===== config.mk =====
export PLATFORM = sky130hd
export DESIGN_NAME = host_timestamp
export DESIGN_NICKNAME = d
export VERILOG_FILES = /design/src/rtl/hts_pkg.sv /design/src/rtl/hts_ms_counter.sv /design/src/rtl/hts_origin_track.sv /design/src/rtl/hts_readout.sv /design/src/rtl/host_timestamp.sv
export SDC_FILE = /design/constraint.sdc
export NUM_CORES = 1
export LEC_CHECK = 0
export BUFFER_PORTS_ARGS = -buffer_cell sky130_fd_sc_hd__buf_2
export CELL_PAD_IN_SITES_DETAIL_PLACEMENT = 1
export CELL_PAD_IN_SITES_GLOBAL_PLACEMENT = 1
export CORE_MARGIN = 2
export CORE_UTILIZATION = 35
export DETAILED_ROUTE_END_ITERATION = 10
export HOLD_SLACK_MARGIN = 0.08
export PLACE_DENSITY_LB_ADDON = 0.1
export RECOVER_POWER = 25
export SYNTH_ARGS = -nofsm -noshare
export SYNTH_HDL_FRONTEND = slang
export SYNTH_SLANG_ARGS = --single-unit

===== constraint.sdc =====
create_clock -name clk -period 2.35 [get_ports clk]
set_input_delay 0.1175 -clock clk [delete_from_list [all_inputs] [get_ports clk]]
set_output_delay 0.1175 -clock clk [all_outputs]
set_load 0.01 [all_outputs]

===== src/rtl/hts_pkg.sv =====
package hts_pkg;
  localparam int WORD_W   = 64;
  localparam int TIME_W   = 48;
  localparam int ORIGIN_W = 3;
  localparam int RSVD_W   = WORD_W - TIME_W - 1 - ORIGIN_W;

  localparam logic [ORIGIN_W-1:0] ORIGIN_UNSET = '0;
  localparam logic [ORIGIN_W-1:0] ORIGIN_HOST  = ORIGIN_W'(1);

  // Packed read word; the first member lands in the most significant bits.
  typedef struct packed {
    logic [RSVD_W-1:0]   rsvd;
    logic [ORIGIN_W-1:0] origin;
    logic                sync;
    logic [TIME_W-1:0]   stamp;
  } ts_word_t;
endpackage


===== src/rtl/hts_ms_counter.sv =====
module hts_ms_counter #(
  parameter int W = 48
) (
  input  logic         clk,
  input  logic         rst,
  input  logic         clear,
  input  logic         load,
  input  logic [W-1:0] load_val,
  input  logic         tick,
  output logic [W-1:0] count
);
  localparam logic [W-1:0] ONE = W'(1);

  // Clear beats load, and load beats tick, so a tick during a load is lost.
  always_ff @(posedge clk) begin
    if (rst || clear) begin
      count <= '0;
    end else if (load) begin
      count <= load_val;
    end else if (tick) begin
      count <= count + ONE;
    end
  end
endmodule


===== src/rtl/hts_origin_track.sv =====
module hts_origin_track #(
  parameter int DW = 64
) (
  input  logic          clk,
  input  logic          rst,
  input  logic          clear,
  input  logic          load,
  input  logic [DW-1:0] load_val,
  output logic          host_set
);
  // The decision looks at every written bit, not only the time field.
  always_ff @(posedge clk) begin
    if (rst || clear) begin
      host_set <= 1'b0;
    end else if (load) begin
      host_set <= |load_val;
    end
  end
endmodule


===== src/rtl/hts_readout.sv =====
module hts_readout
  import hts_pkg::*;
(
  input  logic              clk,
  input  logic              rst,
  input  logic              rd_en,
  input  logic [TIME_W-1:0] stamp,
  input  logic              host_set,
  output logic [WORD_W-1:0] rd_data,
  output logic              rd_valid
);
  ts_word_t word_d;

  always_comb begin
    word_d        = '0;
    word_d.stamp  = stamp;
    word_d.sync   = 1'b0;
    word_d.origin = host_set ? ORIGIN_HOST : ORIGIN_UNSET;
    word_d.rsvd   = '0;
  end

  always_ff @(posedge clk) begin
    if (rst) begin
      rd_data  <= '0;
      rd_valid <= 1'b0;
    end else begin
      rd_valid <= rd_en;
      if (rd_en) begin
        rd_data <= word_d;
      end
    end
  end
endmodule


===== src/rtl/host_timestamp.sv =====
module host_timestamp
  import hts_pkg::*;
(
  input  logic              clk,
  input  logic              rst,
  input  logic              ctrl_en,
  input  logic              ms_tick,
  input  logic              wr_en,
  input  logic [WORD_W-1:0] wr_data,
  input  logic              rd_en,
  output logic [WORD_W-1:0] rd_data,
  output logic              rd_valid
);
  logic [TIME_W-1:0] stamp_q;
  logic              host_set_q;

  hts_ms_counter #(.W(TIME_W)) u_count (
    .clk      (clk),
    .rst      (rst),
    .clear    (ctrl_en),
    .load     (wr_en),
    .load_val (wr_data[TIME_W-1:0]),
    .tick     (ms_tick),
    .count    (stamp_q)
  );

  hts_origin_track #(.DW(WORD_W)) u_origin (
    .clk      (clk),
    .rst      (rst),
    .clear    (ctrl_en),
    .load     (wr_en),
    .load_val (wr_data),
    .host_set (host_set_q)
  );

  hts_readout u_read (
    .clk      (clk),
    .rst      (rst),
    .rd_en    (rd_en),
    .stamp    (stamp_q),
    .host_set (host_set_q),
    .rd_data  (rd_data),
    .rd_valid (rd_valid)
  );
endmodule


==> key figures, run 1 <==
Power
  • P per Cell Area: 617 nW/µm²
  • Clock network fraction of total power: 41.5%
  • Seq pwr share: 48.7%
  • Peak VDD IR: 0.301 mV
  • Internal power: 2.75 mW
  • Leak pwr: 2.54 nW
  • Combinational fraction of design power: 9.9%
  • Switching power of the nets: 935 µW
  • Sw frac: 25.4%

Timing
  • Slew @ Worst Pin: 1.08 ns
  • Final Max Tran Viols: 0
  • Number of hold violations in the final report: 0
  • Period utilization: 96.4%
  • Rel. slew slack: 28.0%
  • Peak Freq: 0.441 GHz
  • RSZ-0062 raised after global routing: yes
  • Clk_skew: 0.00729 ns
  • Endpoints failing setup: 0
  • Minimum clock period: 2.27 ns

Floorplanning
  • Rows: 42
  • I/O pin cnt: 135
  • Die Ht: 120 µm
  • Die ar.: 14,300 µm²
  • Starting Density: 35.6%
  • Total core area: 13,100 µm²
  • Die Wd: 120 µm

Clock tree
  • Clock root cell: clkbuf_16
  • Post_cts resized: 0
  • Number of buffers created by CTS: 9
  • Clock Tree Buf Depth: 2
  • Clk Latency, worst-skew pair: 0.36 ns
  • H-tree levels: 3
  • CTS sink count: 99
  • CTS tree: built
  • Clock transition at path regs: 0.07 ns

Critical path
  • Crit-path max FO: 9
  • CP required: 2.64 ns
  • WP data arrival: 2.55 ns
  • Worst Setup Start Kind: flip-flop
  • Crit path capture type: flip-flop
  • Crit Path Class: flip-flop to flip-flop

Yosys
  • FFs w/ async S/R, synth: 0%
  • Synth Flop Type: dfxtp_1
  • Synth Cell Area: 4680 µm²
  • Synthesized area per cell: 8.71 µm²
  • Unique masters post-synth: 40
  • Post-synth EDFFs: 0
  • Post-synthesis register bit count: 99
  • Synth Warn #: 0
  • Sequential share of the synthesized area: 42.4%
  • Syn Inst Count: 537

Drt
  • Highest routed layer: met4
  • Antenna-violating nets left: 0
  • Drc violations: 0
  • Final wirelength: 15,100 µm
  • DR WL/cell: 17.7 µm
  • Wire length on met1: 7080 µm
  • Pre-Repair DR Iteration Count: 4
  • DR vias: 4,512
  • 1st-iter DRT viols: 202
  • Met2 Wirelength: 7190 µm
  • Avg Vias per Cell: 5.30
  • DR WL met3: 638 µm

GRT
  • Largest net degree at the start of global routing: 51
  • GRT Util Overall: 21.5%
  • Initial antenna violation count: 0
  • Vias in the first global route: 4,478
  • First-pass GRT wire length: 24,000 µm
  • Gr ovfl total: 0

Cells and area
  • Most common cell after layout, fill and taps aside: buf_2
  • Share of layout cells above drive strength 1: 23.4%
  • Finished Cell Area: 5970 µm²
  • P&R area growth vs syn: 27.5%
  • Commonest non-fill, non-tap cells in the layout: 118 x buf_2, 99 x dfxtp_1, 68 x nor2_1
  • Post-route insts no fill: 852
  • # diodes: 0
  • Nets: 742
  • Filler cell count: 1,614

Place
  • Dpl hpwl: 11,000 µm
  • IO Port Bufs: 119
  • Area after DPL: 5430 µm²
  • Placer Congestion: 0.882
  • Placed Cells: 812

Hold path
  • Hold Crit Class: input pin to flip-flop

Status
  • Status: finished, final reports clean

Flow run
  • Max-cap violations: 0
==> metrics by stage <==
step                hold slack (ns)  util, %  power (mW)  setup TNS, ns  setup slack [ns]
floorplan                     0.255        -        2.02              0             0.377
global placement              0.369     41.4        2.16              0             0.299
detailed placement            0.373     41.4        2.17              0             0.166
CTS                          0.0809     45.4        3.71              0             0.146
global route                  0.110     45.4        3.83        -0.0858           -0.0398
finish                       0.0830     45.4        3.68              0            0.0848
==> sequential cells by signal, indices dropped and copies added (netlist names) <==
name,cells
u_read.rd_valid,1
u_read.rd_data,49
u_count.count,48
u_origin.host_set,1
==> worst max-delay path, stage by stage, from the launching register on <==
cell and delay, ns:
dfxtp_1 0.41, and4_1 0.30, and4_1 0.42, nand4_2 0.32, or4_1 0.55, a31oi_1 0.19
==> power by group through the flow <==
stage	Clock (mW)	Sequential, mW	Combinational, mW
2_1_floorplan	0	1.82	0.199
3_3_place_gp	0	1.83	0.328
3_5_place_dp	0	1.83	0.334
4_1_cts	1.55	1.79	0.366
5_1_grt	1.63	1.80	0.402
6_report	1.53	1.79	0.363
==> synth_stat cells, types with 3 or more instances <==
| cell | number | area share [%] |
|---|---|---|
| or3_1 | 7 | 0.94 |
| mux2i_1 | 50 | 11 |
| nor2_1 | 69 | 5.5 |
| xnor2_1 | 6 | 1.1 |
| or4_1 | 10 | 1.6 |
| nand2_1 | 19 | 1.5 |
| a31oi_1 | 12 | 1.6 |
| buf_1 | 7 | 0.56 |
| o31ai_1 | 8 | 1.3 |
| a211oi_1 | 5 | 0.80 |
| o21ai_0 | 38 | 4.1 |
| a21oi_1 | 24 | 2.6 |
| inv_1 | 8 | 0.64 |
| nor3_1 | 8 | 0.86 |
| nor4_1 | 17 | 2.3 |
| nand4_1 | 25 | 3.3 |
| or2_2 | 3 | 0.40 |
| xor2_1 | 22 | 4.1 |
| buf_4 | 16 | 2.6 |
| and3_1 | 11 | 1.5 |
| dfxtp_1 | 99 | 42 |
| and2_1 | 4 | 0.53 |
| nand3_1 | 18 | 1.9 |
| clkbuf_1 | 24 | 1.9 |
| and4_1 | 5 | 0.94 |
==> logic make-up after synthesis <==
logic type                 after synthesis  share of synthesized area (%)
and+or+nand+nor                        204                           23.2
DFF                                     99                           42.4
AOI/OAI and AO/OA                       97                           12.3
buffers and inverters                   57                           5.91
muxes                                   50                           10.7
xor gates and xnor gates                28                           5.24
adders and majority gates                1                          0.267
other                                    1                         0.0802
==> worst paths after layout <==
kind                                          from                 end  slack [ns]  cells past startpoint
worst min-delay path                   wr_data[25]   u_count.count[25]        0.08                      3
worst max-delay path             u_count.count[23]   u_count.count[44]        0.08                      5
worst max register to register   u_count.count[23]   u_count.count[44]        0.08                      5
worst min register to register  u_read.rd_data[33]  u_read.rd_data[33]        0.49                      2
==> timing repair <==
action	in CTS	in global routing
hold buffers	24	0
setup buffers	0	0
endpoints found under the hold margin	24	0
endpoints found under the setup margin	0	3
==> layer usage <==
metal / GRT usage [%] / vias up
li1: - / 2194
met2: 35.9 / 115
met5: 0 / -
met4: 7.06 / 0
met3: 3.14 / 15
met1: 28.4 / 2188
==> area by class of cell <==
type | instances | area [µm²] | share of cell area, %
clock inverter | 4 | 50.0 | 0.839
sequential | 99 | 1980 | 33.2
inverter | 8 | 30.0 | 0.503
multi-input combinational | 395 | 2480 | 41.6
clock buffer | 12 | 246 | 4.13
tap | 176 | 220 | 3.69
timing repair buffer | 158 | 957 | 16.0
(Power assumes the default switching activity.)
==> run 2, diff against run 1 <==
--- a/config.mk
+++ b/config.mk
@@ -8,8 +8,8 @@
 export BUFFER_PORTS_ARGS = -buffer_cell sky130_fd_sc_hd__buf_2
 export CELL_PAD_IN_SITES_DETAIL_PLACEMENT = 1
 export CELL_PAD_IN_SITES_GLOBAL_PLACEMENT = 1
-export CORE_MARGIN = 2
-export CORE_UTILIZATION = 35
+export CORE_MARGIN = 4
+export CORE_UTILIZATION = 38
 export DETAILED_ROUTE_END_ITERATION = 10
 export HOLD_SLACK_MARGIN = 0.08
 export PLACE_DENSITY_LB_ADDON = 0.1
==> run 2 against run 1 <==
The run now ends with capacitance limit, slew limit left. Hold slack better by 0.012 ns. Sequential power about the same. Count of clock-buffer cells in the layout is 2 higher. First-iteration DRC count decreased by 21%. Critical endpoint unchanged. Critical path type unchanged. Global-route usage decreased by 0.28 points. Clock power hardly changed. Non-clock buffer count is 4 higher. Largest power group unchanged. Combinational power rose by 2%. Wire length decreased by 2.6%. Critical path depth did not move. Total power is 0.71% higher. Worst setup slack improved by 0.13 ns.
==> key figures, run 2 (synthesis results as in run 1) <==
Status
  • Status: finished, violations left (was finished, final reports clean)
  • Violated checks: capacitance limit, slew limit

Place
  • Placer Congestion: 0.867 (was 0.882)
  • Dpl hpwl: 10,800 µm (was 11,000 µm)
  • Area after DPL: 5420 µm² (was 5430 µm²)
  • IO Port Bufs: 119 (unchanged)
  • Placed Cells: 786 (was 812)

Timing
  • Period utilization: 90.9% (was 96.4%)
  • Peak Freq: 0.468 GHz (was 0.441 GHz)
  • Fin Hold WS: 0.0949 ns (was 0.0830 ns)
  • Slew @ Worst Pin: 1.68 ns (was 1.08 ns)
  • TNS Setup: 0 ns (unchanged)
  • Endpoints failing setup: 0 (unchanged)
  • Clk_skew: 0.00506 ns (was 0.00729 ns)
  • Final Max Tran Viols: 51 (was 0)
  • Number of hold violations in the final report: 0 (unchanged)
  • Rel. slew slack: -11.8% (was 28.0%)
  • RSZ-0062 raised after global routing: no (was yes)
  • Minimum clock period: 2.14 ns (was 2.27 ns)

Floorplanning
  • Starting Density: 38.9% (was 35.6%)
  • Die Wd: 119 µm (was 120 µm)
  • Die Ht: 119 µm (was 120 µm)
  • Rows: 40 (was 42)
  • Die ar.: 14,200 µm² (was 14,300 µm²)
  • Total core area: 12,000 µm² (was 13,100 µm²)
  • I/O pin cnt: 135 (unchanged)

Critical path
  • Crit path capture type: flip-flop (unchanged)
  • WP data arrival: 2.41 ns (was 2.55 ns)
  • Critical path, cell by cell: and4_1 -> and4_2 -> nand4_2 -> or4_1 -> a31oi_1 (was and4_1 -> and4_1 -> nand4_2 -> or4_1 -> a31oi_1)
  • CP required: 2.62 ns (was 2.64 ns)
  • Crit-path max FO: 9 (unchanged)
  • Worst Setup Start Kind: flip-flop (unchanged)
  • CP peak stage delay: 0.53 ns (was 0.55 ns)
  • Slowest stage cell, crit path: or4_1 (unchanged)
  • Worst reg2reg path depth: 5 (unchanged)
  • Crit Path Class: flip-flop to flip-flop (unchanged)

GRT
  • Largest net degree at the start of global routing: 51 (unchanged)
  • First-pass GRT wire length: 23,900 µm (was 24,000 µm)
  • Gr ovfl total: 0 (unchanged)
  • Initial antenna violation count: 0 (unchanged)
  • Vias in the first global route: 4,621 (was 4,478)
  • GRT Util Overall: 21.2% (was 21.5%)

Drt
  • DR WL/cell: 17.8 µm (was 17.7 µm)
  • Drc violations: 0 (unchanged)
  • Final wirelength: 14,700 µm (was 15,100 µm)
  • 1st-iter DRT viols: 160 (was 202)
  • Antenna-violating nets left: 0 (unchanged)
  • DR vias: 4,450 (was 4,512)
  • Avg Vias per Cell: 5.39 (was 5.30)
  • Pre-Repair DR Iteration Count: 4 (unchanged)

Cells and area
  • Share of layout cells above drive strength 1: 24.0% (was 23.4%)
  • Commonest non-fill, non-tap cells in the layout: 119 x buf_2, 99 x dfxtp_1, 68 x nor2_1 (was 118 x buf_2, 99 x dfxtp_1, 68 x nor2_1)
  • P&R area growth vs syn: 27.6% (was 27.5%)
  • Core Util, Final: 49.7% (was 45.4%)
  • # diodes: 0 (unchanged)
  • Top Registers: u_read.rd_data (49), u_count.count (48) (unchanged)
  • Max reg flops: 49 (unchanged)
  • Most common cell after layout, fill and taps aside: buf_2 (unchanged)
  • Nets: 746 (was 742)
  • Finished Cell Area: 5970 µm² (about the same)
  • Biggest register: u_read.rd_data (unchanged)
  • Post-route insts no fill: 826 (was 852)

Clock tree
  • Post-CTS Repair Setup Buffers: 0 (unchanged)
  • Clock transition at path regs: 0.06 ns (was 0.07 ns)
  • Clk Latency, worst-skew pair: 0.35 ns (was 0.36 ns)
  • Clock root cell: clkbuf_16 (unchanged)
  • Number of buffers created by CTS: 9 (unchanged)
  • Clock Tree Buf Depth: 2 (unchanged)
  • H-tree levels: 3 (unchanged)
  • CTS sink count: 99 (unchanged)
  • CTS tree: built (unchanged)

Hold path
  • Hold Crit Class: input pin to flip-flop (unchanged)
  • Cells on Worst Hold Path: 3 (unchanged)

Flow run
  • Max-cap violations: 1 (was 0)

Power
  • Leak pwr: 2.57 nW (was 2.54 nW)
  • Peak VDD IR: 0.359 mV (was 0.301 mV)
  • P per Cell Area: 621 nW/µm² (was 617 nW/µm²)
run 2: layout make-up:
class / instances / area (µm²)
clock buffer: 14 / 284
fill: 1472 / 6040
clock inverter: 1 / 30.0
multi-input combinational: 395 / 2480
inverter: 8 / 30.0
timing repair buffer: 162 / 978
sequential: 99 / 1980
tap: 147 / 184
run 2: power breakdown:
part           switching (mW)  leakage [nW]  internal, mW
clock                   0.610         0.155         0.936
sequential             0.0587         0.806          1.73
combinational           0.201          1.61         0.171
total                   0.870          2.57          2.84
run 2: metrics by stage:
| stage | power [mW] | worst slack (ns) |
|---|---|---|
| after floorplan | 2.02 | 0.377 |
| after global placement | 2.16 | 0.308 |
| after detailed placement | 2.17 | 0.199 |
| after CTS | 3.76 | 0.161 |
| after global routing | 3.86 | 0.0283 |
| final | 3.71 | 0.214 |
run 2: repair_timing:
item / 4_1_cts / 5_1_grt
gates resized for setup: 0 / 1
hold buffers: 25 / 0
hold endpoints to repair: 25 / 0
endpoints found under the setup margin: 0 / 1
run 2: worst paths after layout:
kind	startpoint	to	slack, ns
worst max-delay path	u_count.count[23]	u_count.count[44]	0.21
worst min-delay path	wr_data[13]	u_count.count[13]	0.09
worst max register to register	u_count.count[23]	u_count.count[44]	0.21
worst min register to register	u_read.rd_data[21]	u_read.rd_data[21]	0.49
run 2: metal layers:
metal | global-route usage, % | up-vias | share of wire [%]
li1 | - | 2202 | -
met1 | 27.3 | 2121 | 45
met2 | 35.7 | 112 | 49
met3 | 4.94 | 15 | 4.7
met4 | 5.50 | 0 | 1.6
met5 | 0 | - | 0
run 2: worst max-delay path, delay by kind of cell (launching register included):
kind               cells  cell delay [ns]
and+or+nand+nor        4             1.47
AOI/OAI and AO/OA      1             0.18
DFF                    1             0.41
